### src/rtl/manch_frame_tx.sv
module manch_frame_tx #(
  parameter int GUARD_TICKS = 250000,
  parameter int HALF_TICKS  = 889
) (
  input  logic       clk,
  input  logic       rst_n,
  input  logic       tick,
  input  logic       start,
  input  logic [4:0] addr,
  input  logic [6:0] cmd,
  input  logic       toggle,
  output logic       line_out,
  output logic       line_oe,
  output logic       busy
);
  localparam int NBITS = 14;
  localparam int MAXT  = (GUARD_TICKS > HALF_TICKS) ? GUARD_TICKS : HALF_TICKS;
  localparam int CW    = $clog2(MAXT + 1);
  localparam int IW    = $clog2(NBITS);

  typedef enum logic [2:0] {S_IDLE, S_PRE, S_LEAD, S_BITS, S_TAIL} st_t;

  st_t              st;
  logic [CW-1:0]    cnt;
  logic [NBITS-1:0] sr;
  logic [IW-1:0]    idx;
  logic             half;

  wire g_end = tick && (cnt == CW'(GUARD_TICKS - 1));
  wire h_end = tick && (cnt == CW'(HALF_TICKS - 1));

  always_ff @(posedge clk) begin
    if (!rst_n) begin
      st   <= S_IDLE;
      cnt  <= '0;
      sr   <= '0;
      idx  <= '0;
      half <= 1'b0;
    end else begin
      case (st)
        S_IDLE: if (start) begin
          sr <= {1'b1, ~cmd[6], toggle, addr, cmd[5:0]};
          st <= S_PRE;
        end
        S_PRE: begin
          cnt <= '0;
          st  <= S_LEAD;
        end
        S_LEAD: if (tick) begin
          if (g_end) begin
            cnt  <= '0;
            idx  <= IW'(NBITS - 1);
            half <= 1'b0;
            st   <= S_BITS;
          end else cnt <= cnt + 1'b1;
        end
        S_BITS: if (tick) begin
          if (h_end) begin
            cnt <= '0;
            if (!half) half <= 1'b1;
            else begin
              half <= 1'b0;
              sr   <= sr << 1;
              if (idx == '0) st <= S_TAIL;
              else idx <= idx - 1'b1;
            end
          end else cnt <= cnt + 1'b1;
        end
        S_TAIL: if (tick) begin
          if (g_end) begin
            cnt <= '0;
            st  <= S_IDLE;
          end else cnt <= cnt + 1'b1;
        end
        default: st <= S_IDLE;
      endcase
    end
  end

  assign busy     = (st != S_IDLE);
  assign line_oe  = (st == S_LEAD) || (st == S_BITS) || (st == S_TAIL);
  assign line_out = (st == S_BITS) ? (sr[NBITS-1] ^ half) : 1'b1;

  a_r2_preload_high: assert property (@(posedge clk) disable iff (!rst_n)
    $rose(line_oe) |-> line_out && $past(line_out));

  a_r2_oe_implies_busy: assert property (@(posedge clk) disable iff (!rst_n)
    line_oe |-> busy);

  a_r1_idle_released: assert property (@(posedge clk) disable iff (!rst_n)
    !busy |-> !line_oe && line_out);

  a_r6_release_high: assert property (@(posedge clk) disable iff (!rst_n)
    $fell(line_oe) |-> $past(line_out) && !busy);

  a_r8_hold_no_tick: assert property (@(posedge clk) disable iff (!rst_n)
    (line_oe && !tick) |=> $stable(line_out) && $stable(line_oe));

  a_r7_busy_kept: assert property (@(posedge clk) disable iff (!rst_n)
    (line_oe && !tick) |=> busy);
endmodule

### config.mk
export PLATFORM = sky130hd
export DESIGN_NAME = manch_frame_tx
export DESIGN_NICKNAME = d
export VERILOG_FILES = /design/src/rtl/manch_frame_tx.sv
export SDC_FILE = /design/constraint.sdc
export NUM_CORES = 1
export LEC_CHECK = 0
export ABC_CLOCK_PERIOD_IN_PS = 2000
export BUFFER_PORTS_ARGS = -buffer_cell sky130_fd_sc_hd__clkbuf_2
export CORE_MARGIN = 5
export CORE_UTILIZATION = 50
export CTS_CLUSTER_DIAMETER = 50
export DETAILED_ROUTE_END_ITERATION = 8
export PLACE_DENSITY = 0.72
export SLEW_MARGIN = 20
export SYNTH_ARGS = -nofsm -noshare
export SYNTH_HDL_FRONTEND = slang
export SYNTH_SLANG_ARGS = --single-unit
### constraint.sdc
create_clock -name clk -period 2 [get_ports clk]
set_input_delay 0.1 -clock clk [delete_from_list [all_inputs] [get_ports clk]]
set_output_delay 0.1 -clock clk [all_outputs]
set_load 0.03 [all_outputs]
==> results of run 1 <==
-- through the flow --
stage	util	TNS [ps]	instances	power, mW
after floorplan	-	-1044	280	1.554
after global placement	0.6323	-2490	376	1.854
after detailed placement	0.6323	-5201	376	1.872
after CTS	0.6834	-2808	386	2.560
after global routing	0.7116	-6433	392	2.844
final	0.7116	-2110	392	2.687
-- metal layers --
metal / GRT usage / up-vias / wire length (um)
li1: - / 1108 / -
met1: 0.2928 / 1036 / 2648
met2: 0.3356 / 68 / 2814
met3: 0.04749 / 16 / 350
met4: 0.1223 / 0 / 129
met5: 0 / - / 0
-- synth_stat cells (2+ instances only) --
library cell,number,share of area
inv_1,9,0.016
clkbuf_1,11,0.019
nor2b_1,2,0.0058
nand4_1,7,0.020
or2_2,2,0.0058
and2_1,3,0.0087
or4_1,2,0.0070
xor2_1,7,0.029
o211ai_1,2,0.0070
nor3_1,5,0.012
buf_2,2,0.0047
mux2i_1,5,0.023
xnor2_1,4,0.016
ha_1,3,0.017
a311oi_1,12,0.049
nand2_1,51,0.089
dfxtp_1,40,0.37
nor2_1,35,0.061
or3_1,5,0.015
o21ai_0,8,0.019
nand2b_1,2,0.0058
o311ai_0,4,0.016
nor3b_1,3,0.010
or3b_2,2,0.0082
nand3_1,13,0.030
a211oi_1,3,0.010
a21oi_1,12,0.028
and3_1,4,0.012
-- final cells by class --
class	instances	area [um^2]
repair buffers	68	521.8
flip-flops and latches	40	808.3
inverters	10	37.54
well taps	50	62.56
clock buffers	6	72.57
fillers	333	1179
clock inverters	2	35.03
multi-input cells	216	1370
-- worst min path at each step --
stage,from,endpoint,slack (ps),depth (start not counted)
after CTS,addr[2],sr[8],40,3
final,addr[2],sr[8],40,3
after floorplan,rst_n,idx[3],230,1
after global routing,addr[2],sr[8],40,3
after global placement,cmd[5],sr[5],360,3
after detailed placement,cmd[5],sr[5],360,3
-- power by group --
group          internal, mW  switching, mW
combinational         0.480          0.556
clock                 0.370          0.282
sequential            0.910         0.0885
-- worst max-delay path, cell delays in order, from the launching register on --
cell and delay, ps:
dfxtp_4 370, ha_4 160, nand3_4 80, or4bb_4 550, o211ai_2 260, nand2_2 110
or4_1 430, a21oi_1 180
-- cells by family (layout without fill, tap and decap cells) --
kind of cell,Yosys count,after routing,share of synthesized area
xor+xnor,11,11,0.04482
buf+inv,24,86,0.04482
compound gates,55,55,0.1816
flops,40,40,0.3725
mux,5,5,0.02328
fa+ha+maj,3,3,0.01746
simple gates,142,142,0.3155
-- sequential cells by signal (all words and copies together) (netlist names) --
signal,count
sr,14
half,1
st,3
cnt,18
idx,4
-- timing repair --
| item | in CTS | in global routing |
|---|---|---|
| resized for setup | 18 | 11 |
| cloned | 0 | 3 |
| pin swaps | 9 | 6 |
| buffers inserted | 2 | 3 |
| setup endpoints to repair | 39 | 39 |
==> impl_metrics.py, run 1 <==
metrics = {
    "outcome": {
        "run_status": "finished, violations left",
        "violations": "setup timing",
    },
    "pwr": {
        "power.density_nw_per_um2": 924.2,
        "p_leak_nw": 1.158,
        "peakVddDrop_mv": 0.8193,
    },
    "worst_setup_path": {
        "r2r_cells": 7,
        "regToRegEndpoint": "st[0]",
        "cp_max_fo": 4,
        "cp-end-kind": "flip-flop",
        "critPathKind": "reg2reg",
        "worst-endpoint-arrival_ps": 2430,
        "cp.required_ps": 2230,
        "r2r_slack_ps": -210,
        "r2r_start": "cnt[0]",
        "worst_setup_path_start_kind": "flip-flop",
        "crit_end": "st[0]",
        "crit_path_start": "cnt[0]",
    },
    "drt": {
        "drt_iter0_markers": 201,
        "vias": 2228,
        "via_per_inst": 5.684,
        "wl_mm": 5.943,
        "firstDrtPassIters": 4,
        "ant_nets": 0,
        "wire_per_inst_um": 15.16,
        "drc": 0,
    },
    "synthesis": {
        "synth_cell_types": 50,
        "syn_inst": 280,
        "ys_ff_latch": 40,
        "ys_warn_count": 0,
        "synthFlopType": "dfxtp_1",
        "netlist_area_um2": 2150,
        "syn_nets": 300,
        "ys_async_sr_fraction": 0,
        "ys_seq_area_frac": 0.3725,
        "synth_edf_count": 0,
        "avgSynthCellArea_um2": 7.677,
    },
    "timing": {
        "slew_violations": 0,
        "rsz0062_at_grt": "yes",
        "hold_viol_final": 0,
        "setup_viol": 35,
        "hold_slack_ps": 38.39,
        "worstMarginPinSlew_ps": 427.3,
        "period_share": 1.105,
        "fin_skew_ps": 11.06,
        "slew_headroom": 0.7145,
        "period_minus_slack_ps": 2209,
        "fin_ws_ps": -209.4,
        "fmax_mhz": 452.6,
    },
    "finish": {
        "layout_common_cells": "50 x nand2_1, 43 x buf_4, 36 x dfxtp_1",
        "diodes": 0,
        "syn_to_final_growth_pct": 35.27,
        "drive_above_1_share": 0.2982,
        "mostFrequentLayoutCell": "nand2_1",
        "nets": 361,
        "final_design_area_no_fill_um2": 2908,
    },
    "global_route": {
        "grt_pass1_wl_mm": 9.653,
        "grt_pass1_vias": 2153,
        "track_usage": 0.2215,
        "overflow": 0,
        "antenna_found_initial": 0,
        "grt_max_degree": 27,
    },
    "die": {
        "die-height_um": 75.57,
        "core_area_um2": 4086,
        "die_w_um": 75.57,
        "initial_core_util": 0.5260,
        "dieArea_um2": 5710,
        "ios": 20,
        "placementRows": 23,
    },
    "hold_path": {
        "hold_path_class": "in2reg",
    },
    "clocking": {
        "cts_sinks": 40,
        "numCtsBuffers": 5,
        "clk_latency_ps": 300,
        "clk_pin_slew_ps": 80,
        "cts_tree": "done",
        "h-tree-depth": 2,
        "hold_buffers": 0,
        "clockBufferDepth": 2,
        "cts_root_buf": "clkbuf_8",
    },
    "place": {
        "place_area_um2": 2584,
        "port-buffer-count": 19,
        "hpwl_mm": 3.834,
        "post-place-ws_ps": -329.2,
        "gp_congestion": 0.8276,
    },
    "job": {
        "maxCapViolations": 0,
    },
}
Power figures use the tool's default switching activity.
==> inputs of run 2 (changes only) <==
--- a/config.mk
+++ b/config.mk
@@ -5,13 +5,14 @@
 export SDC_FILE = /design/constraint.sdc
 export NUM_CORES = 1
 export LEC_CHECK = 0
+export ABC_AREA = 1
 export ABC_CLOCK_PERIOD_IN_PS = 2000
 export BUFFER_PORTS_ARGS = -buffer_cell sky130_fd_sc_hd__clkbuf_2
 export CORE_MARGIN = 5
 export CORE_UTILIZATION = 50
 export CTS_CLUSTER_DIAMETER = 50
 export DETAILED_ROUTE_END_ITERATION = 8
-export PLACE_DENSITY = 0.72
+export PLACE_DENSITY = 0.71
 export SLEW_MARGIN = 20
 export SYNTH_ARGS = -nofsm -noshare
 export SYNTH_HDL_FRONTEND = slang
==> impl_metrics.py, run 2 <==
metrics = {
    "pwr": {
        "swShare": 0.4188,
        "power_mw": 2.931,
        "p_sw_mw": 1.228,
        "peakVddDrop_mv": 0.8098,
        "seqPwrFrac": 0.357,
        "comb_power_share": 0.424,
        "power.density_nw_per_um2": 1128,
        "pwr-share-clk": 0.219,
        "power.internal_mw": 1.703,
        "p_leak_nw": 1.191,
    },
    "finish": {
        "mostFrequentLayoutCell": "nand2_1",
        "diodes": 0,
        "fillCellCount": 476,
        "largest_register_ffs": 18,
        "regMostFlops": "cnt",
        "syn_to_final_growth_pct": 8.748,
        "reg.largest.list": "cnt x18, sr x14, idx x4",
        "final_design_area_no_fill_um2": 2597,
        "stdcell_count": 453,
        "nets": 418,
        "layout_common_cells": "116 x nand2_1, 77 x nor2_1, 40 x dfxtp_1",
        "drive_above_1_share": 0.1328,
    },
    "timing": {
        "slew_violations": 0,
        "fin_skew_ps": 6.978,
        "slew_headroom": 0.7770,
        "worstMarginPinSlew_ps": 334.5,
        "rsz0062_at_grt": "no",
        "period_share": 0.8309,
        "hold_viol_final": 0,
        "setup_viol": 0,
        "fmax_mhz": 601.7,
        "fin_tns_setup_ps": 0,
        "period_minus_slack_ps": 1662,
    },
    "die": {
        "dieArea_um2": 6259,
        "core_area_um2": 4692,
        "die-height_um": 79.12,
        "initial_core_util": 0.5091,
        "die_w_um": 79.12,
        "ios": 20,
        "placementRows": 25,
    },
    "synthesis": {
        "synth_top_area_frac": 0.3353,
        "netlist_area_um2": 2389,
        "syn_inst": 379,
        "synthFlopType": "dfxtp_1",
        "synth_cell_types": 32,
        "ys_ff_latch": 40,
        "post-synth-top-count-cell": "nand2_1",
        "ys_warn_count": 0,
        "synth_area_leaders": "dfxtp_1 34%, nand2_1 18%, nor2_1 12%",
        "synth_edf_count": 0,
        "ys_async_sr_fraction": 0,
        "yosys-top-cells-count": "116 x nand2_1, 77 x nor2_1, 40 x dfxtp_1",
        "syn_nets": 399,
        "ys_seq_area_frac": 0.3353,
        "yosysTopAreaCell": "dfxtp_1",
        "avgSynthCellArea_um2": 6.302,
    },
    "clocking": {
        "clk_pin_slew_ps": 80,
        "post_cts_buffers": 0,
        "cts.repair.resized": 0,
        "hold_buffers": 0,
        "clk_latency_ps": 290,
        "cts_root_buf": "clkbuf_8",
        "numCtsBuffers": 5,
        "cts_tree": "done",
        "clockBufferDepth": 2,
        "cts_sinks": 40,
        "h-tree-depth": 2,
    },
    "worst_setup_path": {
        "critPathTopFamily": "simple AND/OR/NAND/NOR gates",
        "worst-endpoint-arrival_ps": 1850,
        "worst_setup_path_start_kind": "flip-flop",
        "cp-end-kind": "flip-flop",
        "slowest_stage": "dfxtp_1",
        "critPathBufInv": 1,
        "critPathKind": "reg2reg",
        "cp_max_fo": 9,
        "cp.required_ps": 2190,
        "crit_chain": "ha_1 -> nand3_1 -> nor2_1 -> nand3_1 -> nand2_1 -> nand2_4 -> inv_2 -> nand2_2 -> nand2_4 -> nor2_1",
        "cp_slowest_stage_delay_ps": 380,
    },
    "place": {
        "port-buffer-count": 19,
        "placed_cells": 445,
        "place_area_um2": 2490,
        "hpwl_mm": 3.761,
        "gp_congestion": 0.9121,
    },
    "drt": {
        "wire_per_inst_um": 11.07,
        "drt_iter0_markers": 167,
        "drc": 0,
        "via_per_inst": 4.912,
        "vias": 2225,
        "wl_mm": 5.013,
        "ant_nets": 0,
        "firstDrtPassIters": 4,
    },
    "outcome": {
        "run_status": "completed",
    },
    "global_route": {
        "grt_pass1_wl_mm": 8.625,
        "track_usage": 0.1726,
        "antenna_found_initial": 0,
        "grt_max_degree": 16,
        "overflow": 0,
        "grt_pass1_vias": 1867,
    },
    "job": {
        "maxCapViolations": 0,
    },
    "hold_path": {
        "hold_path_class": "in2reg",
    },
}
## run 2: cell count changes after synthesis, sizes merged, moves of 4 or more
cell    delta
a311oi    -12
buf        +4
o21ai     +10
clkbuf     -9
nor2      +47
o311ai     -4
inv       +29
and3       -4
mux2i      -5
nand2     +74
or3        -6
nand3     +12
## run 2: final timing paths
kind                            startpoint     end  slack [ps]  cells after the start
worst max register to register      cnt[1]  cnt[9]         340                     10
worst max-delay path                cnt[1]  cnt[9]         340                     10
worst min register to register       sr[0]   sr[0]         460                      2
worst min-delay path                cmd[0]   sr[0]          60                      3
## run 2: final cells by class
class	instances	area (um^2)	share of cell area
clock buffers	6	72.57	0.02794
clock inverters	2	35.03	0.01349
inverters	39	148.9	0.05732
multi-input cells	291	1363	0.5246
flip-flops and latches	40	800.8	0.3083
well taps	54	67.56	0.02601
repair buffers	21	110.1	0.04239
## run 2: stage by stage
step | util | worst slack, ps | hold slack, ps
after floorplan | - | 490.6 | 264.4
after detailed placement | 0.5307 | 344.2 | 373.0
after CTS | 0.5536 | 333.3 | 58.19
after global routing | 0.5536 | 133.7 | 51.02
final | 0.5536 | 338.2 | 60.57
after global placement | 0.5307 | 384.9 | 386.7
## run 2: tightest hold or removal path: stages
cell and delay [ps]:
clkbuf_2 80, nand3_1 70, a21oi_1 60
## run 2: kinds of logic (layout without fill, tap and decap cells)
kind of cell | after synthesis | in the layout | synth area share
fa+ha+maj | 3 | 3 | 0.01572
flops | 40 | 40 | 0.3353
buf+inv | 48 | 68 | 0.09429
xor+xnor | 7 | 7 | 0.02567
compound gates | 33 | 33 | 0.07491
simple gates | 248 | 248 | 0.4542
## run 2: metal layers
metal	vias up	part of all wire	GRT usage
li1	1222	-	-
met1	940	0.54	0.2607
met2	58	0.39	0.2365
met3	5	0.059	0.04422
met4	0	0.013	0.05326
met5	-	0	0
## run 2: power by group through the flow
stage                     combinational [mW]  sequential [mW]  clock, mW
after CTS                               1.25             1.05      0.663
after floorplan                         1.13             1.05          0
after global routing                    1.42             1.07      0.705
after detailed placement                1.24             1.06          0
final                                   1.24             1.04      0.643
after global placement                  1.23             1.06          0
==> inputs of run 3 (changes only) <==
--- a/config.mk
+++ b/config.mk
@@ -5,14 +5,14 @@
 export SDC_FILE = /design/constraint.sdc
 export NUM_CORES = 1
 export LEC_CHECK = 0
-export ABC_AREA = 1
-export ABC_CLOCK_PERIOD_IN_PS = 2000
+export ABC_AREA = 0
+export ABC_CLOCK_PERIOD_IN_PS = 1400
 export BUFFER_PORTS_ARGS = -buffer_cell sky130_fd_sc_hd__clkbuf_2
 export CORE_MARGIN = 5
 export CORE_UTILIZATION = 50
 export CTS_CLUSTER_DIAMETER = 50
 export DETAILED_ROUTE_END_ITERATION = 8
-export PLACE_DENSITY = 0.71
+export PLACE_DENSITY = 0.72
 export SLEW_MARGIN = 20
 export SYNTH_ARGS = -nofsm -noshare
 export SYNTH_HDL_FRONTEND = slang
==> constraint.sdc (replaced) <==
create_clock -name clk -period 1.4 [get_ports clk]
set_input_delay 0.07 -clock clk [delete_from_list [all_inputs] [get_ports clk]]
set_output_delay 0.07 -clock clk [all_outputs]
set_load 0.03 [all_outputs]
==> impl_metrics.py, run 3 (synthesis results as in run 1) <==
metrics = {
    "pwr": {
        "power_mw": 4.765,
        "peakVddDrop_mv": 0.8221,
        "swShare": 0.3726,
        "comb_power_share": 0.492,
        "seqPwrFrac": 0.304,
        "pwr-share-clk": 0.204,
        "p_leak_nw": 1.415,
        "power.internal_mw": 2.990,
        "power.density_nw_per_um2": 1365,
        "p_sw_mw": 1.776,
    },
    "timing": {
        "fin_ws_ps": -927.5,
        "slew_violations": 0,
        "hold_viol_final": 0,
        "period_minus_slack_ps": 2328,
        "rsz0062_at_grt": "yes",
        "period_share": 1.663,
        "hold_slack_ps": 12.99,
        "slew_headroom": 0.7115,
        "setup_viol": 43,
        "fmax_mhz": 429.6,
        "fin_skew_ps": 14.60,
        "worstMarginPinSlew_ps": 429.9,
    },
    "hold_path": {
        "hold_start": "toggle",
        "hold_path_class": "in2reg",
        "min_to": "sr[11]",
        "whs_path_depth": 3,
    },
    "global_route": {
        "grt_max_degree": 25,
        "overflow": 0,
        "grtUsageMet2": 0.4573,
        "grt_pass1_vias": 2395,
        "met1_usage": 0.3252,
        "antenna_found_initial": 0,
        "grt_pass1_wl_mm": 11.50,
        "grt-busiest-layer": "met2",
        "grtUsageMet3": 0.05409,
        "track_usage": 0.2658,
    },
    "finish": {
        "largest_register_ffs": 18,
        "mostFrequentLayoutCell": "buf_4",
        "drive_above_1_share": 0.4934,
        "multi_input_area_um2": 1593,
        "reg.largest.list": "cnt x18, sr x14, idx x4",
        "syn_to_final_growth_pct": 62.46,
        "stdcell_count": 427,
        "final_util": 0.8546,
        "nets": 396,
        "regMostFlops": "cnt",
        "layout_common_cells": "62 x buf_4, 47 x nand2_1, 31 x dfxtp_1",
        "seq_area_um2": 819.5,
        "diodes": 0,
        "fillCellCount": 189,
    },
    "clocking": {
        "cts_root_buf": "clkbuf_8",
        "numCtsBuffers": 5,
        "h-tree-depth": 2,
        "clockBufferDepth": 2,
        "hold_buffers": 0,
        "cts_sinks": 40,
        "clk_latency_ps": 300,
        "cts_tree": "done",
        "clk_pin_slew_ps": 90,
    },
    "worst_setup_path": {
        "cp-end-kind": "flip-flop",
        "regToRegEndpoint": "idx[1]",
        "r2r_slack_ps": -930,
        "critPathKind": "reg2reg",
        "cp_max_fo": 4,
        "r2r_start": "cnt[5]",
        "worst_setup_path_start_kind": "flip-flop",
        "cp.required_ps": 1560,
        "worst-endpoint-arrival_ps": 2490,
        "r2r_cells": 6,
    },
    "die": {
        "placementRows": 23,
        "initial_core_util": 0.5260,
        "die_w_um": 75.57,
        "core_area_um2": 4086,
        "dieArea_um2": 5710,
        "ios": 20,
        "die-height_um": 75.57,
    },
    "drt": {
        "wl_mm": 9.334,
        "firstDrtPassIters": 5,
        "via_per_inst": 6.527,
        "ant_nets": 0,
        "drc": 0,
        "vias": 2787,
        "drt_iter0_markers": 377,
        "wire_per_inst_um": 21.86,
    },
    "place": {
        "gp_congestion": 0.9106,
        "port-buffer-count": 19,
        "post-place-ws_ps": -825.9,
        "hpwl_mm": 4.107,
        "placed_cells": 396,
    },
    "job": {
        "maxCapViolations": 0,
    },
    "outcome": {
        "violations": "setup timing",
        "run_status": "finished, violations left",
    },
}
run 3: cell count changes in the layout (fill, tap and decap cells not counted), sizes merged, moves of 5 or more:
cell,change
buf,+83
nand2,-74
nor2,-47
inv,-29
a311oi,+12
nand3,-12
o21ai,-10
or3,+6
mux2i,+5
run 3: worst max-delay path, stage by stage, from the launching register on:
cell and delay [ps]:
dfxtp_2 340, or4_1 510, or3_4 420, or3_4 350
a21oi_4 210, mux2i_1 260, nor2_1 100
run 3: area by class of cell:
| cell class | count | area share |
|---|---|---|
| multi-input cells | 217 | 0.4561 |
| flip-flops and latches | 40 | 0.2347 |
| inverters | 10 | 0.01218 |
| clock inverters | 2 | 0.01003 |
| well taps | 50 | 0.01791 |
| repair buffers | 102 | 0.2483 |
| clock buffers | 6 | 0.02078 |
run 3: metrics by stage:
| step | area (um^2) | setup TNS [ps] |
|---|---|---|
| floorplan | 2228 | -19460 |
| global placement | 2763 | -23430 |
| detailed placement | 2763 | -24950 |
| CTS | 3218 | -23420 |
| global route | 3492 | -30170 |
| finish | 3492 | -28490 |
run 3: power by group through the flow:
stage / logic [mW] / clock network, mW / registers (mW)
final: 2.34 / 0.972 / 1.45
after CTS: 1.85 / 0.939 / 1.41
after detailed placement: 1.42 / 0 / 1.42
after floorplan: 0.908 / 0 / 1.39
after global routing: 2.46 / 1.02 / 1.46
after global placement: 1.40 / 0 / 1.42
run 3: layer usage:
metal | vias up | routed length [um]
li1 | 1183 | -
met5 | - | 0
met1 | 1301 | 3446
met3 | 58 | 922
met4 | 0 | 393
met2 | 245 | 4572
run 3: timing repair:
item                       in CTS  in global routing
setup endpoints to repair      43                 43
setup buffers                  13                  9
pin swaps                      41                 33
cloned                          2                  1
gates resized for setup        56                 57
run 3: how the worst max path moves through the flow:
stage / depth (start not counted) / to / start
floorplan: 6 / st[0] / cnt[4]
global placement: 6 / idx[1] / cnt[10]
detailed placement: 7 / idx[3] / cnt[0]
CTS: 6 / idx[3] / cnt[4]
global route: 10 / sr[10] / cnt[0]
finish: 6 / idx[1] / cnt[5]
